`config.mk`:
```
export PLATFORM = sky130hd
export DESIGN_NAME = fetch_unit
export DESIGN_NICKNAME = d
export VERILOG_FILES = /design/src/rtl/fetch_pkg.sv /design/src/rtl/fetch_rom.sv /design/src/rtl/fetch_targets.sv /design/src/rtl/fetch_next_sel.sv /design/src/rtl/fetch_pc_reg.sv /design/src/rtl/fetch_unit.sv
export SDC_FILE = /design/constraint.sdc
export NUM_CORES = 1
export LEC_CHECK = 0
export BUFFER_PORTS_ARGS = -buffer_cell sky130_fd_sc_hd__buf_2
export CELL_PAD_IN_SITES_DETAIL_PLACEMENT = 0
export CELL_PAD_IN_SITES_GLOBAL_PLACEMENT = 2
export CORE_MARGIN = 4
export CORE_UTILIZATION = 34
export CTS_BUF_LIST = sky130_fd_sc_hd__clkbuf_8
export DETAILED_ROUTE_END_ITERATION = 6
export PLACE_DENSITY_LB_ADDON = 0.1
export SYNTH_ARGS = -nofsm -noshare
export SYNTH_HDL_FRONTEND = slang
export SYNTH_SLANG_ARGS = --single-unit
```
`constraint.sdc`:
```
create_clock -name clk -period 8.9 [get_ports clk]
set_input_delay 2.67 -clock clk [delete_from_list [all_inputs] [get_ports clk]]
set_output_delay 2.67 -clock clk [all_outputs]
set_load 0.02 [all_outputs]
```
`src/rtl/fetch_pkg.sv`:
```
// fetch_pkg: shared widths and the instruction ROM content formula.
// Assumes a 32-bit word-aligned address space.
package fetch_pkg;
    localparam int XLEN    = 32;
    localparam int OFF_W   = 16;   // branch displacement field width
    localparam int JIDX_W  = 26;   // jump index field width
    localparam int REGION_W = XLEN - JIDX_W - 2;  // upper PC bits kept on jump
    localparam logic [XLEN-1:0] ROM_MULT = 32'h9E37_79B9;

    typedef logic [XLEN-1:0] word_t;

    // ROM word for a given index: inverse of a multiplicative hash
    function automatic word_t rom_word(input int unsigned idx);
        word_t prod;
        prod = word_t'(idx) * ROM_MULT;
        return ~prod;
    endfunction
endpackage

```
`src/rtl/fetch_rom.sv`:
```
// fetch_rom: combinational instruction ROM of 2**ADDR_W words.
// Contents are computed at elaboration from fetch_pkg::rom_word.
// Assumes the caller supplies a word index, not a byte address.
module fetch_rom
    import fetch_pkg::*;
#(
    parameter int ADDR_W = 6
) (
    input  logic [ADDR_W-1:0] idx_i,
    output word_t             data_o
);
    localparam int DEPTH = 1 << ADDR_W;

    word_t rom_q [DEPTH];

    // one constant word per entry
    for (genvar g = 0; g < DEPTH; g++) begin : g_word
        assign rom_q[g] = rom_word(g);
    end

    assign data_o = rom_q[idx_i];
endmodule

```
`src/rtl/fetch_targets.sv`:
```
// fetch_targets: computes the sequential, branch and jump candidate
// addresses from the current PC and instruction. Purely combinational.
// Assumes word-aligned PC; scaling by 4 is wiring only.
module fetch_targets
    import fetch_pkg::*;
(
    input  word_t pc_i,
    input  word_t instr_i,
    output word_t seq_o,
    output word_t br_o,
    output word_t jmp_o
);
    logic [OFF_W-1:0]  disp;
    logic [JIDX_W-1:0] jidx;
    word_t             disp_scaled;

    assign disp = instr_i[OFF_W-1:0];
    assign jidx = instr_i[JIDX_W-1:0];

    // dedicated incrementer for the sequential address
    assign seq_o = pc_i + word_t'(4);

    // sign extension and word scaling by appending two zero bits
    assign disp_scaled = {{(XLEN-OFF_W-2){disp[OFF_W-1]}}, disp, 2'b00};

    // branch target adder works from the incremented PC
    assign br_o = seq_o + disp_scaled;

    // jump target keeps the region bits of PC+4
    assign jmp_o = {seq_o[XLEN-1 -: REGION_W], jidx, 2'b00};
endmodule

```
`src/rtl/fetch_next_sel.sv`:
```
// fetch_next_sel: two-level next-PC select. The first level chooses
// branch target or sequential from branch AND zero; the second lets a
// jump override both. Purely combinational.
module fetch_next_sel
    import fetch_pkg::*;
(
    input  logic  branch_i,
    input  logic  zero_i,
    input  logic  jump_i,
    input  word_t seq_i,
    input  word_t br_i,
    input  word_t jmp_i,
    output word_t next_o
);
    logic  take_br;
    word_t lvl1;

    assign take_br = branch_i & zero_i;

    // first level: branch target versus fall-through
    always_comb lvl1 = take_br ? br_i : seq_i;

    // second level: jump overrides
    always_comb next_o = jump_i ? jmp_i : lvl1;
endmodule

```
`src/rtl/fetch_pc_reg.sv`:
```
// fetch_pc_reg: program counter register, loaded every rising edge.
// Synchronous active-low reset to RESET_PC.
module fetch_pc_reg
    import fetch_pkg::*;
#(
    parameter word_t RESET_PC = '0
) (
    input  logic  clk,
    input  logic  rst_n,
    input  word_t next_i,
    output word_t pc_o
);
    // PC update, no enable
    always_ff @(posedge clk) begin
        if (!rst_n) pc_o <= RESET_PC;
        else        pc_o <= next_i;
    end
endmodule

```
`src/rtl/fetch_unit.sv`:
```
// fetch_unit: top of the next-PC and instruction fetch logic.
// Holds the PC, reads the ROM at the PC and chooses the next PC from
// the branch, zero and jump controls. Assumes controls are stable
// before each rising edge.
module fetch_unit
    import fetch_pkg::*;
#(
    parameter int    ADDR_W   = 6,
    parameter word_t RESET_PC = '0
) (
    input  logic        clk,
    input  logic        rst_n,
    input  logic        branch_i,
    input  logic        jump_i,
    input  logic        zero_i,
    output logic [31:0] instr_o,
    output logic [31:0] pc_o,
    output logic [31:0] pc_plus4_o
);
    word_t pc_q, instr_w, seq_w, br_w, jmp_w, next_w;

    fetch_pc_reg #(.RESET_PC(RESET_PC)) u_pc (
        .clk    (clk),
        .rst_n  (rst_n),
        .next_i (next_w),
        .pc_o   (pc_q)
    );

    fetch_rom #(.ADDR_W(ADDR_W)) u_rom (
        .idx_i  (pc_q[ADDR_W+1:2]),
        .data_o (instr_w)
    );

    fetch_targets u_tgt (
        .pc_i    (pc_q),
        .instr_i (instr_w),
        .seq_o   (seq_w),
        .br_o    (br_w),
        .jmp_o   (jmp_w)
    );

    fetch_next_sel u_sel (
        .branch_i (branch_i),
        .zero_i   (zero_i),
        .jump_i   (jump_i),
        .seq_i    (seq_w),
        .br_i     (br_w),
        .jmp_i    (jmp_w),
        .next_o   (next_w)
    );

    assign pc_o       = pc_q;
    assign instr_o    = instr_w;
    assign pc_plus4_o = seq_w;
endmodule

```
# ---- After elaboration in Yosys (flattened, before gate mapping)
# Memory sizes are Yosys's and may differ from the RTL's.
# Cells that the tools add are included.
dict set report totals {
  n_memories 1
  input_bits 5
  ff_bits 32
  latchBits 0
  ramBits 0
  rom_bits 2048
}
dict set report op_classes {
  n_bitwise 3
  magnitude_cmp 1
  shifts 0
  n_eq_ne 0
  n_reduce_logical 1
  n_addsub 2
  mux 4
  n_div 0
  multipliers 0
}
# memory words word_bits rd rd_clocked_by_memory_dff wr line_no
set mem_list {}
lappend mem_list {{(no name shown)} 64 32 1 0 0 fetch_rom.sv:21} ;# assign data_o = rom_q[idx_i];
# cell count
set op_table {}
lappend op_table {{two-way mux 32 bit} 4}
lappend op_table {{adder 32 x 3 -> 32 bit (second input constant)} 1}
lappend op_table {{adder 32 bit} 1}
lappend op_table {{greater-or-equal comparator 7 bit (second input constant)} 1}
lappend op_table {{NOT 6 -> 7 bit} 1}
lappend op_table {{OR reduction 2 bit} 1}
lappend op_table {{bitwise AND 1 bit} 1}
lappend op_table {{NOT 1 bit} 1}

# ---- Logic depth before layout (Yosys ltp)
dict set report logic_depth {
  ltp_word 7
  ltp_mapped 21
  mapped_depth_nobuf 17
}

# ---- Hierarchy
# Synthesis repeated with hierarchy kept, for this count alone.
dict set report unflattened {
  hier_cells 924
  area_unflattened_um2 6905.4
}
# module area_each_um2 n_inst seq_area_each_um2 cells_per_inst
set by_module_without_submodules {}
lappend by_module_without_submodules {fetch_rom 2566.2 1 0.0 385}
lappend by_module_without_submodules {fetch_targets 2283.4 1 0.0 322}
lappend by_module_without_submodules {fetch_next_sel 1159.9 1 0.0 150}
lappend by_module_without_submodules {fetch_pc_reg 895.9 1 640.6 67}

# ---- Worst setup path before layout
# OpenSTA, ideal clock, no wires.
dict set report synth_path {
  path_kind {register to output}
  startpoint {register u_pc.pc_o[4]}
  endpoint {output instr_o[5]}
  stages_incl_launch_ff 9
  setup_slack_ns 2.846
  required_time_ns 6.230
  path_buffers 4
  t_arrival_ns 3.384
  path_cell_list {dfxtp_1 clkbuf_1 buf_2 buf_1 clkbuf_1 inv_1 ha_1 nor2b_1 o311ai_0}
}
dict set report synth_via {
  elab_chain_len 4
}
# element line_no
set synth_rtl {}
lappend synth_rtl {{start, declared} fetch_pc_reg.sv:11} ;# output word_t pc_o
lappend synth_rtl {{start signal, assigned} fetch_pc_reg.sv:16} ;# else pc_o <= next_i;
lappend synth_rtl {{NOT 6 -> 7 bit (implied by the code)} fetch_rom.sv:21}
lappend synth_rtl {{memory (64 x 32 bit)} -}
lappend synth_rtl {{two-way mux 32 bit (implied by the code) (2 in series)} fetch_rom.sv:21}
lappend synth_rtl {{end, declared} fetch_unit.sv:16} ;# output logic [31:0] instr_o,
# Every way passes these cells. The select of a mux whose other input is x is not followed.

# ---- Worst setup path in the final report
dict set report layout_path {
  startpoint {register u_pc.pc_o[3]}
  endpoint {output instr_o[7]}
}
# Same word-level chain as after synthesis.

==> flow_summary.toml <==
[timing]
rsz0062_at_grt = "false"
fin_crit_ns = 6.937
hold_violations = 0
fin_ws_ns = 1.963
drv_slew = 0
setup_tns_ns = 0
fin_worst_skew_ns = 0.01725
fmax_ghz = 0.1441
relSlewSlack_pct = 28.14
worst_slew_pin_slew_ns = 1.078
fin_hold_ws_ns = 0.7005
period_share_pct = 77.95
setup_violations = 0

[logic_synthesis]
yosys.area.top_type = "dfxtp_1"
synth_most_common_cell = "nand2_1"
async_flop_share_pct = 0
synth_top_area_share_pct = 10.30
ys_seq_elements = 30
syn_area_um2 = 5832
syn_inst = 896
ys_seq_area_share_pct = 10.30
syn_area_per_cell_um2 = 6.509
synth_flop_cell = "dfxtp_1"
synthTopCellsByCount = "106 x nand2_1, 96 x nor2_1, 92 x a21oi_1, 88 x o21ai_0, 52 x clkbuf_1"
synth_edf_count = 0
yosys_warnings = 0
synth.area.top_cells = "dfxtp_1 10%, ha_1 10%, a21oi_1 7.9%"
synth_cell_types = 73

[status]
status = "completed"

[routing]
wire_per_inst_um = 22.04
drtPass1Iterations = 5
final_antenna_net_count = 0
routed_wl_um = 25650
drc = 0
drt_iter0_drc = 553
via_count = 7077
vias_per_cell = 6.080

[finish]
regMostFlops = "u_pc.pc_o"
diodes = 0
reg_top3 = "u_pc.pc_o: 30 flops"
nets = 996
n_fill_cell = 1877
drive_gt1_share_pct = 15.04
area_growth_pct = 12.36
final_util_pct = 39.23
largest_reg_flops = 30

[place]
pre_cts_ws_ns = 2.432
globalplace.congestion = 0.9045
io_buffers = 96
post-dp-hpwl_um = 18800

[clocking]
cts_hold_repair.buffers = 0
clk_latency_ns = 0.31
cts_buffers = 5
path_clk_slew_ns = 0.09
clock_sinks = 30
cts_root_buf = "clkbuf_8"
postCtsSetupBuffers = 0
cts_tree = "done"
ctsResizeCount = 0
cts_max_level = 2
cts_buffer_depth = 2

[grt]
antenna_found_initial = 0
grtUsageMet3_pct = 3.552
grt_use_total_pct = 25.57
grt_pass1_vias = 6797
grt_util_met1_pct = 34.83
grt_max_degree = 55
grt_busiest_layer = "met2"
grtUsageMet2_pct = 41.91
grt_pass1_wl_um = 39960
overflow = 0

[hold_path]
holdCritPathClass = "reg2reg"
min_from = "u_pc.pc_o[30]$_SDFF_PN0_"

[critical_path]
crit_path_top_delay_cell = "ha_1"
crit_fanout = 33
end_kind = "output pin"
cp_num_buf_inv = 3
crit_start = "u_pc.pc_o[3]$_SDFF_PN0_"
slowest_delay_ns = 1.10
cp-start-kind = "flip-flop"
critPathRequiredTime_ns = 6.23
arrival_ns = 4.27
rr_startpoint = "u_pc.pc_o[3]$_SDFF_PN0_"
critical_path_class = "reg2out"
cp_top_family = "adder cells"
cpMostUsedCell = "inv_1"
path_cells = "inv_1 -> ha_1 -> inv_1 -> nand2_1 -> o21ai_0 -> a211oi_1 -> a21oi_1 -> mux2i_1 -> buf_2"

[power]
leakagePower_nw = 2.867
power.density_nw_per_um2 = 302.8
vdd_drop_max_uv = 129.4

[die]
fp.dieH_um = 139.0
core_um2 = 16700
die_area_um2 = 19310
start_util_pct = 34.92
die_w_um = 139.0
ios = 101
rows = 47

[flow_run]
maxCapViolCount = 0
[where the power goes]
| part | switching (mW) | internal (mW) | total, mW |
|---|---|---|---|
| logic | 1.04 | 0.537 | 1.58 |
| registers | 0.0563 | 0.162 | 0.219 |
| clock network | 0.0677 | 0.120 | 0.187 |
[kinds of logic (layout without fill, tap and decap cells)]
| family | Yosys count | count (layout) | share of synthesized area [%] |
|---|---|---|---|
| AOI/OAI and AO/OA | 339 | 339 | 37.22 |
| and+or+nand+nor | 323 | 323 | 25.60 |
| buffers and inverters | 95 | 140 | 6.458 |
| adders and majority gates | 48 | 48 | 10.43 |
| xor gates and xnor gates | 47 | 47 | 7.187 |
| DFF | 30 | 30 | 10.30 |
| muxes | 13 | 13 | 2.746 |
| other | 1 | 4 | 0.06430 |
[final cells by class]
type                    count  area [µm²]  area share, %
inverters                  25       93.84          1.432
clock inverters             2       60.06         0.9166
clock buffers               6       82.58          1.260
well taps                 220       275.3          4.201
multi-input cells         774        4872          74.36
repair buffers            107       563.0          8.593
flip-flops and latches     30       605.6          9.242
[final timing paths]
| path | slack [ns] | depth (start not counted) | end |
|---|---|---|---|
| setup / recovery | 1.96 | 9 | instr_o[7] |
| hold / removal | 0.70 | 4 | u_pc.pc_o[30]$_SDFF_PN0_ |
| setup reg to reg | 2.70 | 17 | u_pc.pc_o[27]$_SDFF_PN0_ |
| hold reg to reg | 0.70 | 4 | u_pc.pc_o[30]$_SDFF_PN0_ |
[worst min-delay path, stage by stage (launching register included)]
cell	delay, ns
dfxtp_1	0.32
inv_1	0.08
xnor2_1	0.12
nand2_1	0.07
a21oi_1	0.05
[cell usage in the layout (no fill, tap or decap), drive strengths merged, types with 7 or more instances in the layout]
cell,n
o21ai,93
inv,24
ha,47
nand2,106
dfxtp,30
a31oi,13
a21o,19
mux2i,7
and3,11
nand4,11
o211a,11
a21oi,92
nor2b,7
nor3,23
nor2,96
xor2,16
buf,107
nand3,29
a211oi,31
nand2b,10
or3,7
xnor2,31
o221ai,9
o211ai,12
[per-stage QoR]
| step | power, mW | cell area [µm²] | instances |
|---|---|---|---|
| finish | 1.984 | 6553 | 1164 |
| global route | 2.142 | 6553 | 1164 |
| floorplan | 1.318 | 5843 | 899 |
| global placement | 1.777 | 6410 | 1156 |
| detailed placement | 1.776 | 6410 | 1156 |
| CTS | 1.970 | 6553 | 1164 |
[routing by layer]
layer | routed length, µm | vias up
met2 | 11950 | 252
li1 | - | 3398
met4 | 681 | 0
met5 | 0 | -
met3 | 1277 | 35
met1 | 11740 | 3392
(Power assumes the default switching activity.)
